### src/rtl/flr_pkg.sv
package flr_pkg;

  typedef enum logic [1:0] {
    OP_READ  = 2'b00,
    OP_SLEEP = 2'b01,
    OP_WAKE  = 2'b10,
    OP_RSVD  = 2'b11
  } flr_op_e;

  typedef enum logic [2:0] {
    ST_IDLE,
    ST_CMD,
    ST_ADDR,
    ST_DATA,
    ST_DONE
  } flr_st_e;

  localparam logic [7:0] CMD_READ  = 8'h03;
  localparam logic [7:0] CMD_SLEEP = 8'hB9;
  localparam logic [7:0] CMD_WAKE  = 8'hAB;
  localparam logic [7:0] CMD_DUMMY = 8'h00;

endpackage

### src/rtl/flr_clip.sv
module flr_clip #(
  parameter int          AW         = 24,
  parameter int          LEN_W      = 12,
  parameter int          PAGE_BYTES = 256,
  parameter int unsigned DEV_BYTES  = 65536
) (
  input  logic [AW-1:0]                  addr,
  input  logic [LEN_W-1:0]               len,
  output logic                           oob,
  output logic [$clog2(PAGE_BYTES):0]    clip_len
);
  localparam int PW = $clog2(PAGE_BYTES);
  localparam int CW = PW + 1;
  localparam int WW = ((AW > LEN_W) ? AW : LEN_W) + 2;

  logic [WW-1:0] a_w, l_w, dev_w, page_w;
  logic [WW-1:0] room, lim_pg, lim_dev, last_b, to_pg_end, res;
  logic          spans;

  always_comb begin
    a_w       = WW'(addr);
    l_w       = WW'(len);
    dev_w     = WW'(DEV_BYTES);
    page_w    = WW'(PAGE_BYTES);
    oob       = a_w > dev_w;
    room      = oob ? '0 : (dev_w - a_w);
    lim_pg    = (l_w > page_w) ? page_w : l_w;
    lim_dev   = (lim_pg > room) ? room : lim_pg;
    last_b    = a_w + lim_dev - WW'(1);
    spans     = (lim_dev != '0) && ((a_w >> PW) != (last_b >> PW));
    to_pg_end = page_w - WW'(addr[PW-1:0]);
    res       = spans ? to_pg_end : lim_dev;
    clip_len  = CW'(res);
  end

endmodule

### src/rtl/flr_obuf.sv
module flr_obuf (
  input  logic       clk,
  input  logic       rst_n,
  input  logic       load,
  input  logic [7:0] load_data,
  input  logic       out_ready,
  output logic       out_valid,
  output logic [7:0] out_data,
  output logic       taken
);
  logic       v_q, v_d;
  logic [7:0] d_q, d_d;
  logic       d_en;

  always_comb begin
    taken = v_q && out_ready;
    v_d   = v_q;
    if (taken) v_d = 1'b0;
    if (load)  v_d = 1'b1;
    d_en  = load;
    d_d   = load_data;
  end

  always_ff @(posedge clk or negedge rst_n) begin
    if (!rst_n) begin
      v_q <= 1'b0;
      d_q <= 8'h00;
    end else begin
      v_q <= v_d;
      if (d_en) d_q <= d_d;
    end
  end

  assign out_valid = v_q;
  assign out_data  = d_q;

endmodule

### src/rtl/flr_seq.sv
module flr_seq
  import flr_pkg::*;
#(
  parameter int ADDR_BYTES = 3,
  parameter int PAGE_BYTES = 256
) (
  input  logic                          clk,
  input  logic                          rst_n,
  input  logic                          req_valid,
  output logic                          req_ready,
  input  logic [1:0]                    req_op,
  input  logic [8*ADDR_BYTES-1:0]       req_addr,
  input  logic [$clog2(PAGE_BYTES):0]   clip_len,
  input  logic                          clip_oob,
  output logic                          spi_cs_n,
  output logic                          xfer_req,
  output logic [7:0]                    xfer_tx,
  input  logic                          xfer_ack,
  input  logic [7:0]                    xfer_rx,
  output logic                          buf_load,
  output logic [7:0]                    buf_data,
  input  logic                          buf_valid,
  input  logic                          buf_taken,
  output logic                          done,
  output logic                          done_err,
  output logic [$clog2(PAGE_BYTES):0]   done_count
);
  localparam int AW  = 8 * ADDR_BYTES;
  localparam int CW  = $clog2(PAGE_BYTES) + 1;
  localparam int AIW = (ADDR_BYTES > 1) ? $clog2(ADDR_BYTES) : 1;

  flr_st_e        st_q, st_d;
  flr_op_e        op_q, op_d;
  logic [AW-1:0]  addr_q, addr_d;
  logic [CW-1:0]  len_q, len_d;
  logic [CW-1:0]  cnt_q, cnt_d;
  logic [AIW-1:0] aidx_q, aidx_d;
  logic           err_q, err_d;
  logic           accept;
  logic [7:0]     cmd_byte;
  logic [7:0]     abyte [ADDR_BYTES];

  for (genvar g = 0; g < ADDR_BYTES; g++) begin : g_abyte
    assign abyte[g] = addr_q[8*g +: 8];
  end

  always_comb begin
    case (op_q)
      OP_SLEEP: cmd_byte = CMD_SLEEP;
      OP_WAKE:  cmd_byte = CMD_WAKE;
      default:  cmd_byte = CMD_READ;
    endcase
  end

  // next-state process
  always_comb begin
    st_d   = st_q;
    op_d   = op_q;
    addr_d = addr_q;
    len_d  = len_q;
    cnt_d  = cnt_q;
    aidx_d = aidx_q;
    err_d  = err_q;
    accept = (st_q == ST_IDLE) && req_valid;
    case (st_q)
      ST_IDLE: begin
        if (accept) begin
          op_d   = flr_op_e'(req_op);
          addr_d = req_addr;
          len_d  = clip_len;
          cnt_d  = '0;
          err_d  = 1'b0;
          aidx_d = AIW'(ADDR_BYTES - 1);
          if (flr_op_e'(req_op) == OP_RSVD ||
              (flr_op_e'(req_op) == OP_READ && clip_oob)) begin
            err_d = 1'b1;
            st_d  = ST_DONE;
          end else if (flr_op_e'(req_op) == OP_READ && clip_len == '0) begin
            st_d = ST_DONE;
          end else begin
            st_d = ST_CMD;
          end
        end
      end
      ST_CMD: begin
        if (xfer_ack) st_d = (op_q == OP_READ) ? ST_ADDR : ST_DONE;
      end
      ST_ADDR: begin
        if (xfer_ack) begin
          if (aidx_q == '0) st_d = ST_DATA;
          else              aidx_d = aidx_q - AIW'(1);
        end
      end
      ST_DATA: begin
        if (xfer_ack) cnt_d = cnt_q + CW'(1);
        if (buf_taken && cnt_q == len_q) st_d = ST_DONE;
      end
      ST_DONE: st_d = ST_IDLE;
      default: st_d = ST_IDLE;
    endcase
  end

  // register process
  always_ff @(posedge clk or negedge rst_n) begin
    if (!rst_n) begin
      st_q   <= ST_IDLE;
      op_q   <= OP_READ;
      addr_q <= '0;
      len_q  <= '0;
      cnt_q  <= '0;
      aidx_q <= '0;
      err_q  <= 1'b0;
    end else begin
      st_q   <= st_d;
      op_q   <= op_d;
      addr_q <= addr_d;
      len_q  <= len_d;
      cnt_q  <= cnt_d;
      aidx_q <= aidx_d;
      err_q  <= err_d;
    end
  end

  // outputs
  always_comb begin
    req_ready  = (st_q == ST_IDLE);
    spi_cs_n   = !(st_q == ST_CMD || st_q == ST_ADDR || st_q == ST_DATA);
    xfer_req   = (st_q == ST_CMD) || (st_q == ST_ADDR) ||
                 ((st_q == ST_DATA) && !buf_valid && (cnt_q != len_q));
    case (st_q)
      ST_CMD:  xfer_tx = cmd_byte;
      ST_ADDR: xfer_tx = abyte[aidx_q];
      default: xfer_tx = CMD_DUMMY;
    endcase
    buf_load   = (st_q == ST_DATA) && xfer_ack;
    buf_data   = xfer_rx;
    done       = (st_q == ST_DONE);
    done_err   = err_q;
    done_count = cnt_q;
  end

endmodule

### src/rtl/flash_rd_pwr.sv
module flash_rd_pwr #(
  parameter int          ADDR_BYTES = 3,
  parameter int          PAGE_BYTES = 256,
  parameter int unsigned DEV_BYTES  = 65536,
  parameter int          LEN_W      = 12
) (
  input  logic                          clk,
  input  logic                          rst_n,
  input  logic                          req_valid,
  output logic                          req_ready,
  input  logic [1:0]                    req_op,
  input  logic [8*ADDR_BYTES-1:0]       req_addr,
  input  logic [LEN_W-1:0]              req_len,
  output logic                          spi_cs_n,
  output logic                          xfer_req,
  output logic [7:0]                    xfer_tx,
  input  logic                          xfer_ack,
  input  logic [7:0]                    xfer_rx,
  output logic                          dout_valid,
  output logic [7:0]                    dout_data,
  input  logic                          dout_ready,
  output logic                          done,
  output logic                          done_err,
  output logic [$clog2(PAGE_BYTES):0]   done_count
);
  localparam int AW = 8 * ADDR_BYTES;
  localparam int CW = $clog2(PAGE_BYTES) + 1;

  logic [1:0]    rst_sync_q;
  logic          rst_n_i;
  logic [CW-1:0] clip_len;
  logic          clip_oob;
  logic          buf_load, buf_taken;
  logic [7:0]    buf_data;

  always_ff @(posedge clk or negedge rst_n) begin
    if (!rst_n) rst_sync_q <= 2'b00;
    else        rst_sync_q <= {rst_sync_q[0], 1'b1};
  end
  assign rst_n_i = rst_sync_q[1];

  flr_clip #(
    .AW(AW), .LEN_W(LEN_W), .PAGE_BYTES(PAGE_BYTES), .DEV_BYTES(DEV_BYTES)
  ) u_clip (
    .addr(req_addr), .len(req_len), .oob(clip_oob), .clip_len(clip_len)
  );

  flr_seq #(
    .ADDR_BYTES(ADDR_BYTES), .PAGE_BYTES(PAGE_BYTES)
  ) u_seq (
    .clk(clk), .rst_n(rst_n_i),
    .req_valid(req_valid), .req_ready(req_ready), .req_op(req_op),
    .req_addr(req_addr), .clip_len(clip_len), .clip_oob(clip_oob),
    .spi_cs_n(spi_cs_n), .xfer_req(xfer_req), .xfer_tx(xfer_tx),
    .xfer_ack(xfer_ack), .xfer_rx(xfer_rx),
    .buf_load(buf_load), .buf_data(buf_data),
    .buf_valid(dout_valid), .buf_taken(buf_taken),
    .done(done), .done_err(done_err), .done_count(done_count)
  );

  flr_obuf u_obuf (
    .clk(clk), .rst_n(rst_n_i),
    .load(buf_load), .load_data(buf_data),
    .out_ready(dout_ready), .out_valid(dout_valid),
    .out_data(dout_data), .taken(buf_taken)
  );

endmodule

### config.mk
export PLATFORM = sky130hd
export DESIGN_NAME = flash_rd_pwr
export DESIGN_NICKNAME = d
export VERILOG_FILES = /design/src/rtl/flr_pkg.sv /design/src/rtl/flr_clip.sv /design/src/rtl/flr_obuf.sv /design/src/rtl/flr_seq.sv /design/src/rtl/flash_rd_pwr.sv
export SDC_FILE = /design/constraint.sdc
export NUM_CORES = 1
export LEC_CHECK = 0
export ABC_AREA = 1
export BUFFER_PORTS_ARGS = -buffer_cell sky130_fd_sc_hd__buf_2
export CELL_PAD_IN_SITES_DETAIL_PLACEMENT = 0
export CELL_PAD_IN_SITES_GLOBAL_PLACEMENT = 1
export CORE_MARGIN = 4
export CORE_UTILIZATION = 38
export CTS_CLUSTER_DIAMETER = 60
export DETAILED_ROUTE_END_ITERATION = 7
export GPL_ROUTABILITY_DRIVEN = 0
export HOLD_SLACK_MARGIN = 0.03
export PLACE_DENSITY_LB_ADDON = 0.12
export SYNTH_ARGS = -nofsm -noshare
export SYNTH_HDL_FRONTEND = slang
export SYNTH_SLANG_ARGS = --single-unit
export TNS_END_PERCENT = 5
### constraint.sdc
create_clock -name clk -period 2.9 [get_ports clk]
set_clock_uncertainty 0.1 [all_clocks]
set_input_delay 0.435 -clock clk [delete_from_list [all_inputs] [get_ports clk]]
set_output_delay 0.435 -clock clk [all_outputs]
set_load 0.1 [all_outputs]
== Word level (Yosys, flattened, before mapping) ==
Cells that the tools add are included.
W data, S select, Z words.

* Register bits: 61
* Latch bits: 0
* Memory bits (writable): 0
* Memory bits (read-only): 0
* Input bits: 51
* Logic and storage cells: 94
* Memories kept: 0

* $add $sub $neg: 6
* Multiply operators: 0
* Divide/modulo/power cells: 0
* $lt $le $gt $ge: 4
* Equality and inequality tests: 17
* Shift operators: 0
* Multiplexer cells: 28
* Bitwise logic cells: 1
* Reduce and logical (&&, ||, !) cells: 28

{| class="wikitable"
|+ Operators with widths
! cell !! number
|-
| $mux W26 || 2
|-
| $pmux W8 S2 || 2
|-
| $mux W9 || 3
|-
| $add A24 B26 Y26 || 1
|-
| $gt A26 B26 Y1 || 1
|-
| $reduce_bool A26 Y1 || 1
|-
| $sub A26 B1 Y26 const B || 1
|-
| $sub A17 B24 Y25 const A || 1
|-
| $gt A24 B17 Y1 const B || 1
|-
| $mux W3 || 8
|-
| $ne A16 B18 Y1 || 1
|-
| $pmux W9 S2 || 1
|-
| $bmux W8 S2 || 1
|-
| $mux W8 || 2
|-
| $gt A12 B9 Y1 const B || 1
|-
| $mux W12 || 1
|-
| $pmux W3 S4 || 1
|-
| $add A9 B1 Y9 const B || 1
|-
| $eq A9 B9 Y1 || 1
|-
| $logic_and A1 B1 Y1 || 9
|-
| $logic_not A9 Y1 || 1
|-
| $ne A9 B9 Y1 || 1
|-
| $sub A9 B8 Y9 const A || 1
|-
| $ne A2 B2 Y1 const B || 4
|-
| other kinds (21) || 37
|}

== Logic depth before layout (Yosys ltp) ==
Gate-level depths: netlist of run 1.

* Depth after elaboration: 15
* Mapped depth: 50
* Mapped depth without buffers: 48

== Cells and area by module ==
From an unflattened synthesis of run 1, not the netlist that was laid out.

* Cells, all modules: 1,054
* Area, all modules: 6,611.3 um2

{| class="wikitable"
|+ By module, submodules not included
! module !! instances !! cells each !! area an instance (um2) !! sequential area each (um2)
|-
| flr_clip || 1 || 653 || 3,508.4 || 0.0
|-
| flr_seq || 1 || 358 || 2,700.1 || 1,251.2
|-
| flr_obuf || 1 || 40 || 349.1 || 225.2
|-
| flash_rd_pwr || 1 || 3 || 53.8 || 50.0
|}

== Worst setup path after synthesis of run 1 ==
OpenSTA, ideal clock, no wires.

* Path type: input-to-reg
* Start: in req_addr[2]
* End: reg u_seq.st_q[2]
* Setup time: 73 ps
* Arrival: 5,543 ps
* Data required time: 2,727 ps
* Slack: -2,817 ps
* Stages: 44
* Cell sequence: inv_2 -> nand2_2 -> nor2_4 -> nand3_2 -> o21ai_4 -> inv_2 -> or2_2 -> ha_1 -> nand2_1 -> nor2_1 -> o211ai_1 -> nand3_1 -> nand2_1 -> nand2_1 -> nand4_4 -> inv_4 -> buf_4 -> o21ai_0 -> [8 not listed] -> nand3b_1 -> nand2_1 -> a21boi_1 -> nand2_1 -> nor2_1 -> nand2_1 -> nor2_4 -> nand3_4 -> nand2_2 -> buf_6 -> nand2_2 -> nand2_2 -> nand2_2 -> nor2_2 -> nand3_2 -> nand2_1 -> nand2_1 -> a21oi_2

* Cells in the longest elaborated chain, start to end: 15

{| class="wikitable"
|+ RTL lines
! element !! RTL line !! text
|-
| start: declaration || flash_rd_pwr.sv:12 || <nowiki>input logic [8*ADDR_BYTES-1:0] req_addr,</nowiki>
|-
| $sub A17 B24 Y25 / $gt A24 B17 Y1 (equally long branches) || flr_clip.sv:26, flr_clip.sv:25 ||
|-
| $mux W26 || flr_clip.sv:26 || <nowiki>room = oob ? '0 : (dev_w - a_w);</nowiki>
|-
| $gt A26 B26 Y1 || flr_clip.sv:28 || <nowiki>lim_dev = (lim_pg > room) ? room : lim_pg;</nowiki>
|-
| $mux W26 || flr_clip.sv:28 ||
|-
| $add A24 B26 Y26 || flr_clip.sv:29 || <nowiki>last_b = a_w + lim_dev - WW'(1);</nowiki>
|-
| $sub A26 B1 Y26 || flr_clip.sv:29 ||
|-
| $ne A16 B18 Y1 || flr_clip.sv:30 || <nowiki>spans = (lim_dev != '0) && ((a_w >> PW) != (last_b >> PW));</nowiki>
|-
| $logic_and A1 B1 Y1 || flr_clip.sv:30 ||
|-
| $mux W9 || flr_clip.sv:32 || <nowiki>res = spans ? to_pg_end : lim_dev;</nowiki>
|-
| $logic_not A9 Y1 || flr_seq.sv:78 || <nowiki>end else if (flr_op_e'(req_op) == OP_READ && clip_len == '0) begin</nowiki>
|-
| $logic_and A1 B1 Y1 || flr_seq.sv:78 ||
|-
| $mux W3 || flr_seq.sv:78 ||
|-
| $mux W3 * || flr_seq.sv:74 || <nowiki>if (flr_op_e'(req_op) == OP_RSVD ||</nowiki>
|-
| $mux W3 * || flr_seq.sv:67 || <nowiki>if (accept) begin</nowiki>
|-
| $pmux W3 S4 * || flr_seq.sv:65 || <nowiki>case (st_q)</nowiki>
|-
| end signal: assignment || flr_seq.sv:114 || <nowiki>st_q <= st_d;</nowiki>
|-
| end: declaration || flr_seq.sv:32 || <nowiki>flr_st_e st_q, st_d;</nowiki>
|}

Mark *: on every way between the ends. The rest lies on a longest branch, timed or not. The select of a mux whose other input is x is not followed.
A chain may end at the register's enable or synchronous reset.

== Worst setup path after layout of run 1 ==
* Start: in req_addr[14]
* End: reg u_seq.st_q[0]

Same word-level chain as after synthesis.

==> results.md, run 1 <==
* Status: finished, violations left
* Violated checks: negative setup slack
* Vias in the first global route at between 6000 and 7000
* Pre-CTS worst setup slack at -3.11 ns
* R2R depth at 13
* Cell mode on critical path: nand2_1
* Total gr overflow at 0
* Worst hold-check path type: input pin to register
* Clock insertion delay at the later pin of the skew report at between 0.3 and 0.4 ns
* Drt drc at 0
* Fin. Hold Viols at 0
* DRT antenna net count at 0
* Largest cells by area after synthesis: dfrtp_1, nand2_1, ha_1
* Routed WL at 21000 um
* Max Cap Violations at 0
* RSZ-0062 raised after global routing: true
* Final worst path period share at 190%
* Most frequent cell after synthesis: nand2_1
* Flop and latch count out of synthesis at between 60 and 70
* First-pass GRT wire length at 33000 um
* Layout Utilization at around three fifths
* Initial antenna violation count at 0
* Top cell type's share of synthesized area at about a quarter
* I/O pin total at just over 80
* Post-synth EDFFs at 0
* Share of cells above drive strength 1 at around two fifths
* CTS buffer count at 9
* CTS tree: built
* Fin Hold WS at roughly 0.21 ns
* Synth Warn # at 0
* Worst Path Max Fanout at 6
* PD cells at around 640 nW/um^2
* Avg Cell Area, Syn at 6.55 sq um
* Hold depth at 2
* WP data required at around 3 ns
* Global routing's busiest layer: met2
* Largest net degree at the start of global routing at 65
* Post-layout minimum cycle time at 5.51 ns
* Crit path DAT at between 5 and 6 ns
* Setup crit start kind: input pin
* M2 GR Usage at 37.5%
* Slowest CP cell: ha_4
* Synth Instances at about 970
* IO buf count at 81
* Routed vias at around 7200
* Die Span X at approximately 140 um
* Initial Util at between 30% and 40%
* Ys flop type: dfrtp_1
* Worst flop-to-flop path startpoint: u_seq.st_q[0]
* Fmax at roughly 180 MHz
* Hold wc startpoint: dout_ready
* Library cells used by synthesis at 47
* Number of DRC markers in iteration 0 at around 320
* Final nets at roughly 1400
* Register area share after synthesis at a little under a quarter
* Clk buf depth at 2
* Endpoints failing setup at 11
* Worst setup EP type: register
* Core area at around 17000 sq um
* Max Transition Viols Final at 0
* Vias per cell at 4.70
* Setup ws final at -2.61 ns
* Met3 Track Usage GR at under 10%
* Max-slew headroom at approximately a third
* DR pass1 iterations at 4
* Post-synth top area cell: dfrtp_1
* Syn-to-layout area delta at 55.2%
* Largest stage delay, worst path at 0.29 ns
* Worst-Margin Slew at around 0.99 ns
* Worst r2r dst: u_seq.done_count[8]
* Site Rows at between 40 and 50
* H-tree Lvls at 3
* FFs w/ async S/R, synth at 100%
* Met1 Use GR at between 20 and 30%
* Final HPWL DP at around 18000 um
* Most frequent cells after synthesis: nand2_1, inv_1, nor2_1
* Clock Sinks at between 60 and 70
* R2R Setup Slk at around 0.50 ns
* Antenna fix cells at 0
* Hold path endpoint: u_obuf.out_valid
* Peak VDD IR at around 1100 uV
* All-Layer GR Usage at 22.3%
* Root Driver: clkbuf_16
* Leak pwr at between 5 and 6 nW
* Crit Path Class: input pin to register
* Reg clk slew, reported paths at approximately 0.05 ns
* Mapped Area at approximately 6400 sq um
* Die height at roughly 140 um
* Die area at ~19000 sq um
* Drt wl/cell at 13.7 um
power by group:
group	total (W)	internal (W)	switching [W]	leakage (nW)
Combinational	0.00380	0.00124	0.00256	4.20
Clock	0.00115	0.000795	0.000359	0.163
Sequential	0.00140	0.00118	0.000221	0.772
Total	0.00636	0.00322	0.00314	5.13
per-layer routing:
layer  wire length [um]  vias to the layer above  share of wire [%]
met5                  0                        -                  0
met4                626                        0                3.0
met2               9850                      130                 47
met3                779                       34                3.7
met1               9740                     3234                 46
li1                   -                     3781                  -
critical path, delay by kind of cell:
family                     cells  cell delay (ns)
adders and majority gates      3             0.83
and+or+nand+nor               29             2.83
buffers and inverters          6             0.61
AOI/OAI and AO/OA              7             0.91
repair_timing:
action	in CTS	in global routing
gates cloned	1	1
hold buffers	1	0
pin swaps	28	44
gates resized for setup	30	67
buffers inserted	8	7
endpoints found under the hold margin	2	0
endpoints found under the setup margin	11	11
placed cells by master (no fill, tap or decap), types with 17 or more instances in the layout:
cell type and instances:
nand2_1 220, dfrtp_1 60, nand3_1 52, buf_4 230, buf_2 79, nand2_2 36
ha_1 43, a21oi_1 37, ha_4 21, inv_1 141, conb_1 17, nor2_1 78
o21ai_0 62
registers in the layout (all words and copies together) (netlist names):
name              cells
u_seq.aidx_q          2
u_seq.done_err        1
u_seq.done_count      9
u_obuf.out_valid      1
u_seq.len_q           9
u_seq.op_q            2
u_obuf.out_data       8
rst_sync_q            2
u_seq.addr_q         24
u_seq.st_q            3
worst max-delay path by stage:
stage / from / endpoint / slack [ns]
finish: req_addr[14] / u_seq.st_q[0] / -2.61
global route: req_addr[16] / u_seq.st_q[0] / -2.98
detailed placement: req_addr[22] / u_seq.st_q[0] / -3.11
global placement: req_addr[22] / u_seq.st_q[0] / -3.09
floorplan: req_addr[3] / u_seq.st_q[2] / -2.54
CTS: req_addr[17] / u_seq.st_q[0] / -2.48
stage by stage:
| step | std cells | area [sq um] | TNS, ns | power (W) |
|---|---|---|---|---|
| global route | 1528 | 9900 | -30.36 | 0.00682 |
| CTS | 1520 | 9510 | -25.51 | 0.00631 |
| global placement | 1494 | 8980 | -31.68 | 0.00504 |
| detailed placement | 1494 | 8980 | -31.70 | 0.00506 |
| finish | 1528 | 9900 | -26.65 | 0.00636 |
| floorplan | 989 | 6710 | -33.42 | 0.00397 |
cell families after synthesis:
logic type | synth area share, %
simple gates | 34.7
buf+inv | 10.3
compound gates | 13.7
fa+ha+maj | 12.6
flops | 23.9
xor+xnor | 3.30
mux | 1.41
other cells | 0.118
area by class of cell:
type / instances / area (sq um)
inverters: 157 / 604
clock inverters: 4 / 70.1
multi-input cells: 758 / 4930
fillers: 1600 / 6630
repair buffers: 316 / 2230
well taps: 220 / 275
flip-flops and latches: 61 / 1530
clock buffers: 12 / 256
(Power assumes the default switching activity.)
==> run 2, diff against run 1 <==
- clock period: 2.9 -> 6.95 ns (I/O delays scaled with it)
==> results.md, run 2 (synthesized netlist as in run 1, its figures left out) <==
* Worst r2r dst: u_seq.done_count[7]
* Hold wc startpoint: rst_sync_q[0]
* Status: completed
* Worst path bufs/invs at 7 (+1)
* Cell mode on critical path: nand2_1
* CTS tree: built
* Hold buffers post-CTS at 0 (-1)
* Clock insertion delay at the later pin of the skew report at 0.33 ns (about the same)
* Max Cap Violations at 0 (unchanged)
* Routed WL at 19100 um (-9.0%)
* Largest net degree at the start of global routing at 70 (+7.7%)
* Crit Path Class: input pin to register
* Endpoints failing setup at 0 (-11)
* WP data required at 7.07 ns (+4.05 ns)
* IO buf count at 81 (unchanged)
* DRT antenna net count at 0 (unchanged)
* RSZ-0062 raised after global routing: false
* Worst setup EP type: register
* Fin. Hold Viols at 0 (unchanged)
* Worst hold-check path type: register to register
* CTS buffer count at 9 (unchanged)
* Leak pwr at 4.23 nW (-18%)
* I/O pin total at 82 (unchanged)
* PD cells at 306 nW/um^2 (-52%)
* Hold depth at 0 (-2)
* Most flops, register: u_seq.addr_q
* Worst Path Max Fanout at 13 (+7)
* Routed vias at 6566 (-8.5%)
* Reg clk slew, reported paths at 0.05 ns (about the same)
* Drt wl/cell at 14.0 um (+2.2%)
* Share of cells above drive strength 1 at 22.3% (-17 points)
* Most common cell after layout, fill and taps aside: nand2_1
* Core area at 16500 sq um (unchanged)
* Drt drc at 0 (unchanged)
* H-tree Lvls at 3 (unchanged)
* Antenna fix cells at 0 (unchanged)
* Slowest CP cell: nor4_1
* Final worst path period share at between 90% and 100%
* Post-layout minimum cycle time at 6.45 ns
* Setup crit start kind: input pin
* Most frequent cells in the layout: nand2_1, inv_1, nor2_1
* Hold path endpoint: rst_sync_q[1]
* Setup TNS at 0 ns (+26.65 ns)
* R2R Setup Slk at 4.38 ns (+3.88 ns)
* Die area at 18900 sq um (unchanged)
* Root Driver: clkbuf_16
* CP delay by family, top: simple AND/OR/NAND/NOR gates
* Initial antenna violation count at 0 (unchanged)
* Vias in the first global route at 6294 (-8.1%)
* Clk buf depth at 2 (unchanged)
* Worst flop-to-flop path startpoint: u_seq.st_q[2]
* Initial Util at 38.6% (unchanged)
* Max-slew headroom at 41.2% (+7.6 points)
* Peak VDD IR at 276 uV (-74%)
* Syn-to-layout area delta at 24.8%
* Die Span X at 138 um (unchanged)
* Number of DRC markers in iteration 0 at 417 (+29%)
* Site Rows at 47 (unchanged)
* # fillers at 1808 (+13%)
* Total gr overflow at 0 (unchanged)
* R2R depth at 9 (-4)
* Fmax at roughly 160 MHz
* Die height at 138 um (unchanged)
* DR pass1 iterations at 4 (unchanged)
* Final nets at 1251 (-12%)
* All-Layer GR Usage at 20.7% (-1.6 points)
* Setup ws final at 0.501 ns (+3.11 ns)
* Largest stage delay, worst path at 0.41 ns (+0.12 ns)
* Clock Sinks at 61 (unchanged)
* Max Transition Viols Final at 0 (unchanged)
* Worst-Margin Slew at 0.875 ns (-0.120 ns)
* Max reg flops at 24 (unchanged)
* Pre-CTS worst setup slack at -0.0303 ns (+3.08 ns)
* Final HPWL DP at 16400 um (-7.1%)
* Crit path DAT at 6.57 ns (+0.94 ns)
* First-pass GRT wire length at 30900 um (-6.4%)
* Vias per cell at 4.82 (+2.7%)
run 2: changes by cell type in the layout (fill, tap and decap cells not counted), sizes merged:
cell | previous run | this run
clkbuf | 13 | 12
inv | 155 | 156
nand2 | 267 | 266
dlygate4sd3 | 1 | 0
clkinv | 4 | 3
buf | 314 | 150
run 2: area by class of cell:
class / count / area, sq um / area share [%]
inverters: 157 / 594 / 7.47
flip-flops and latches: 61 / 1530 / 19.2
multi-input cells: 757 / 4310 / 54.2
clock inverters: 4 / 70.1 / 0.881
repair buffers: 150 / 923 / 11.6
clock buffers: 12 / 256 / 3.22
well taps: 220 / 275 / 3.46
run 2: what timing repair did:
item	4_1_cts	5_1_grt
setup buffers	0	2
gates resized for setup	0	19
setup endpoints to repair	0	11
run 2: how the worst max path moves through the flow:
stage	from	to	slack (ns)	cells after the start
after global routing	req_addr[21]	u_seq.st_q[0]	0.0004	42
final	req_addr[1]	u_seq.st_q[0]	0.50	40
after floorplan	req_addr[2]	u_seq.st_q[2]	0.63	44
after detailed placement	req_addr[1]	u_seq.st_q[0]	-0.03	45
after CTS	req_addr[1]	u_seq.st_q[0]	0.30	45
after global placement	req_addr[21]	u_seq.st_q[0]	0.06	43
run 2: layer usage:
| metal | global-route usage (%) | wire length [um] | vias to the layer above |
|---|---|---|---|
| li1 | - | - | 3452 |
| met1 | 28.4 | 9300 | 2974 |
| met2 | 35.0 | 8810 | 124 |
| met3 | 2.08 | 760 | 16 |
| met4 | 4.93 | 247 | 0 |
| met5 | 0 | 0 | - |
run 2: worst reg2reg max path, cell delays in order, from the launching register on:
cell and delay (ns):
dfrtp_1 0.44, nor3_1 0.43, nand2_1 0.45, a21oi_1 0.32, nand3_1 0.15, nor2_1 0.12
nand2_1 0.09, nor2_1 0.13, a21oi_1 0.08, nor3b_1 0.18
run 2: where the power goes:
part / switching [W] / internal [W]
sequential: 0.0000867 / 0.000494
combinational: 0.00101 / 0.000370
clock: 0.000147 / 0.000331
total: 0.00124 / 0.00119
run 2: stage by stage:
step | hold WS, ns | total power, W | cell area [sq um] | cells | util [%]
after floorplan | 0.231 | 0.00163 | 6430 | 989 | -
after global placement | 0.235 | 0.00196 | 7550 | 1343 | 45.7
after detailed placement | 0.236 | 0.00196 | 7550 | 1343 | 45.7
after CTS | 0.248 | 0.00245 | 7880 | 1359 | 47.7
after global routing | 0.250 | 0.00263 | 7960 | 1361 | 48.1
final | 0.246 | 0.00243 | 7960 | 1361 | 48.1
==> run 3, diff against run 2 <==
- CORE_MARGIN: 4 -> 5
- CORE_UTILIZATION: 38 -> 45
==> results.md, run 3 (synthesized netlist as in run 1, its figures left out) <==
* Sw Pwr at 0.00124 W (about the same)
* CTS buffer count at 9 (unchanged)
* Clock insertion delay at the later pin of the skew report at 0.32 ns (about the same)
* WP data required at 7.06 ns (about the same)
* Drt wl/cell at 14.4 um (+2.4%)
* Core area at 13900 sq um (-16%)
* Total gr overflow at 0 (unchanged)
* Die area at 16700 sq um (-12%)
* Root Driver: clkbuf_16
* Vias in the first global route at 6149 (-2.3%)
* Worst setup EP type: register
* Setup ws final at 0.576 ns (+0.0746 ns)
* Syn-to-layout area delta at 20.9%
* DRT antenna net count at 0 (unchanged)
* Crit path DAT at 6.49 ns (-0.08 ns)
* First-pass GRT wire length at 30100 um (-2.4%)
* Post-layout minimum cycle time at 6.37 ns (-0.0746 ns)
* Initial antenna violation count at 0 (unchanged)
* Max-slew headroom at 42.2% (+1.0 points)
* Clock Sinks at 61 (unchanged)
* Status: completed
* Fin. Hold Viols at 0 (unchanged)
* Crit Path Class: input pin to register
* All-Layer GR Usage at 22.6% (+1.9 points)
* Peak VDD IR at 192 uV (-30%)
* Worst hold-check path type: register to asynchronous set/reset pin
* Largest net degree at the start of global routing at 70 (unchanged)
* Largest stage delay, worst path at 0.36 ns (-0.05 ns)
* Internal power at 0.00113 W (-5.1%)
* Drt drc at 0 (unchanged)
* Endpoints failing setup at 0 (unchanged)
* Share of total power in the clock network at 18.2% (-1.4 points)
* Antenna fix cells at 0 (unchanged)
* Max reg flops at 24 (unchanged)
* Most frequent cells in the layout: nand2_1, inv_1, nor2_1
* Final nets at 1230 (-1.7%)
* Comb pwr share at 57.2% (+0.7 points)
* Worst Path Max Fanout at 7 (-6)
* RSZ-0062 raised after global routing: false
* Vias per cell at 5.03 (+4.2%)
* Most common cell after layout, fill and taps aside: nand2_1
* Slowest CP cell: ha_1
* Net Sw Frac at 52.2% (+1.3 points)
* Routed WL at 18700 um (-2.2%)
* Worst-Margin Slew at 0.860 ns (-0.0150 ns)
* PD cells at 308 nW/um^2 (+0.61%)
* Reg clk slew, reported paths at 0.05 ns (about the same)
* CTS tree: built
* Max Cap Violations at 0 (unchanged)
* Die height at 129 um (-6.2%)
* Clk buf depth at 2 (unchanged)
* I/O pin total at 82 (unchanged)
* Sequential share of power at 24.6% (+0.8 points)
* Number of DRC markers in iteration 0 at 567 (+36%)
* Most flops, register: u_seq.addr_q
* H-tree Lvls at 3 (unchanged)
* Max Transition Viols Final at 0 (unchanged)
* Cell mode on critical path: nand2_1
* Setup crit start kind: input pin
* Routed vias at 6534 (-0.49%)
* Final HPWL DP at 15900 um (-2.9%)
* DR pass1 iterations at 5 (+1)
* Worst path bufs/invs at 4 (-3)
* CP delay by family, top: simple AND/OR/NAND/NOR gates
* Layout Utilization at 55.6% (+7.4 points)
* Die Span X at 129 um (-6.2%)
* IO buf count at 81 (unchanged)
* Initial Util at 45.9% (+7.4 points)
* Hold buffers post-CTS at 0 (unchanged)
* Setup TNS at 0 ns (unchanged)
* Site Rows at 43 (-8.5%)
* Pre-CTS worst setup slack at 0.0467 ns (+0.0770 ns)
* Final worst path period share at 91.7% (-1.1 points)
* Share of cells above drive strength 1 at 20.5% (-1.7 points)
* Leak pwr at 4.11 nW (-2.8%)
* Fmax at 157 MHz (+1.2%)
* Pwr Total at 0.00237 W (-2.5%)
[run 3: changes by cell type in the layout (fill, tap and decap cells not counted), sizes merged]
cell / before / now
clkbuf: 12 / 11
buf: 150 / 129
clkinv: 3 / 5
bufinv: 2 / 1
[run 3: stage by stage]
step	hold slack [ns]	cell area, sq um	cells
finish	0.166	7710	1300
CTS	0.191	7640	1298
global placement	0.182	7350	1282
floorplan	0.231	6430	989
detailed placement	0.187	7350	1282
global route	0.231	7710	1300
[run 3: power groups by stage]
| stage | clock, W | sequential (W) | combinational [W] |
|---|---|---|---|
| after floorplan | 0 | 0.000761 | 0.000866 |
| after global placement | 0 | 0.000585 | 0.00134 |
| after detailed placement | 0 | 0.000590 | 0.00135 |
| after CTS | 0.000439 | 0.000586 | 0.00136 |
| after global routing | 0.000452 | 0.000604 | 0.00149 |
| final | 0.000431 | 0.000585 | 0.00136 |
[run 3: worst paths after layout]
kind                                        to  slack, ns     startpoint  cells past startpoint
max reg2reg                u_seq.done_count[7]       3.99  u_seq.st_q[0]                     15
min                           u_seq.addr_q[16]       0.17  rst_sync_q[1]                      0
max                              u_seq.st_q[0]       0.58    req_addr[1]                     42
max in group asynchronous       u_seq.len_q[7]       5.75  rst_sync_q[1]                      1
min reg2reg                   u_seq.addr_q[16]       0.17  rst_sync_q[1]                      0
min in group clk                 rst_sync_q[1]       0.25  rst_sync_q[0]                      0
[run 3: timing repair]
action                                 4_1_cts  5_1_grt
endpoints found under the hold margin        0        0
setup endpoints to repair                    0        8
resized for setup                            0       15
buffers inserted                             0        2
[run 3: area by class of cell]
class,instances,area (sq um)
flip-flops and latches,61,1530
clock buffers,11,243
repair buffers,129,766
multi-input cells,757,4310
fillers,1449,6170
well taps,180,225
clock inverters,5,50.0
inverters,157,592
[run 3: worst reg2reg max path, stage by stage (launching register included)]
cell and delay (ns):
dfrtp_1 0.42, nor2_1 0.10, inv_1 0.07, nor2_1 0.34, inv_1 0.11, nor2_1 0.10
buf_4 0.20, clkinv_1 0.12, buf_4 0.32, a21oi_1 0.26, nand3_1 0.15, nor2_1 0.11
nand2_1 0.09, nor2_1 0.12, a21oi_1 0.08, nor3b_1 0.19
[run 3: metal layers]
metal,vias to the layer above,share of wire [%],GRT usage (%)
met4,0,1.1,4.20
li1,3412,-,-
met2,160,47,38.8
met1,2949,47,31.0
met3,13,5.0,2.84
met5,-,0,0
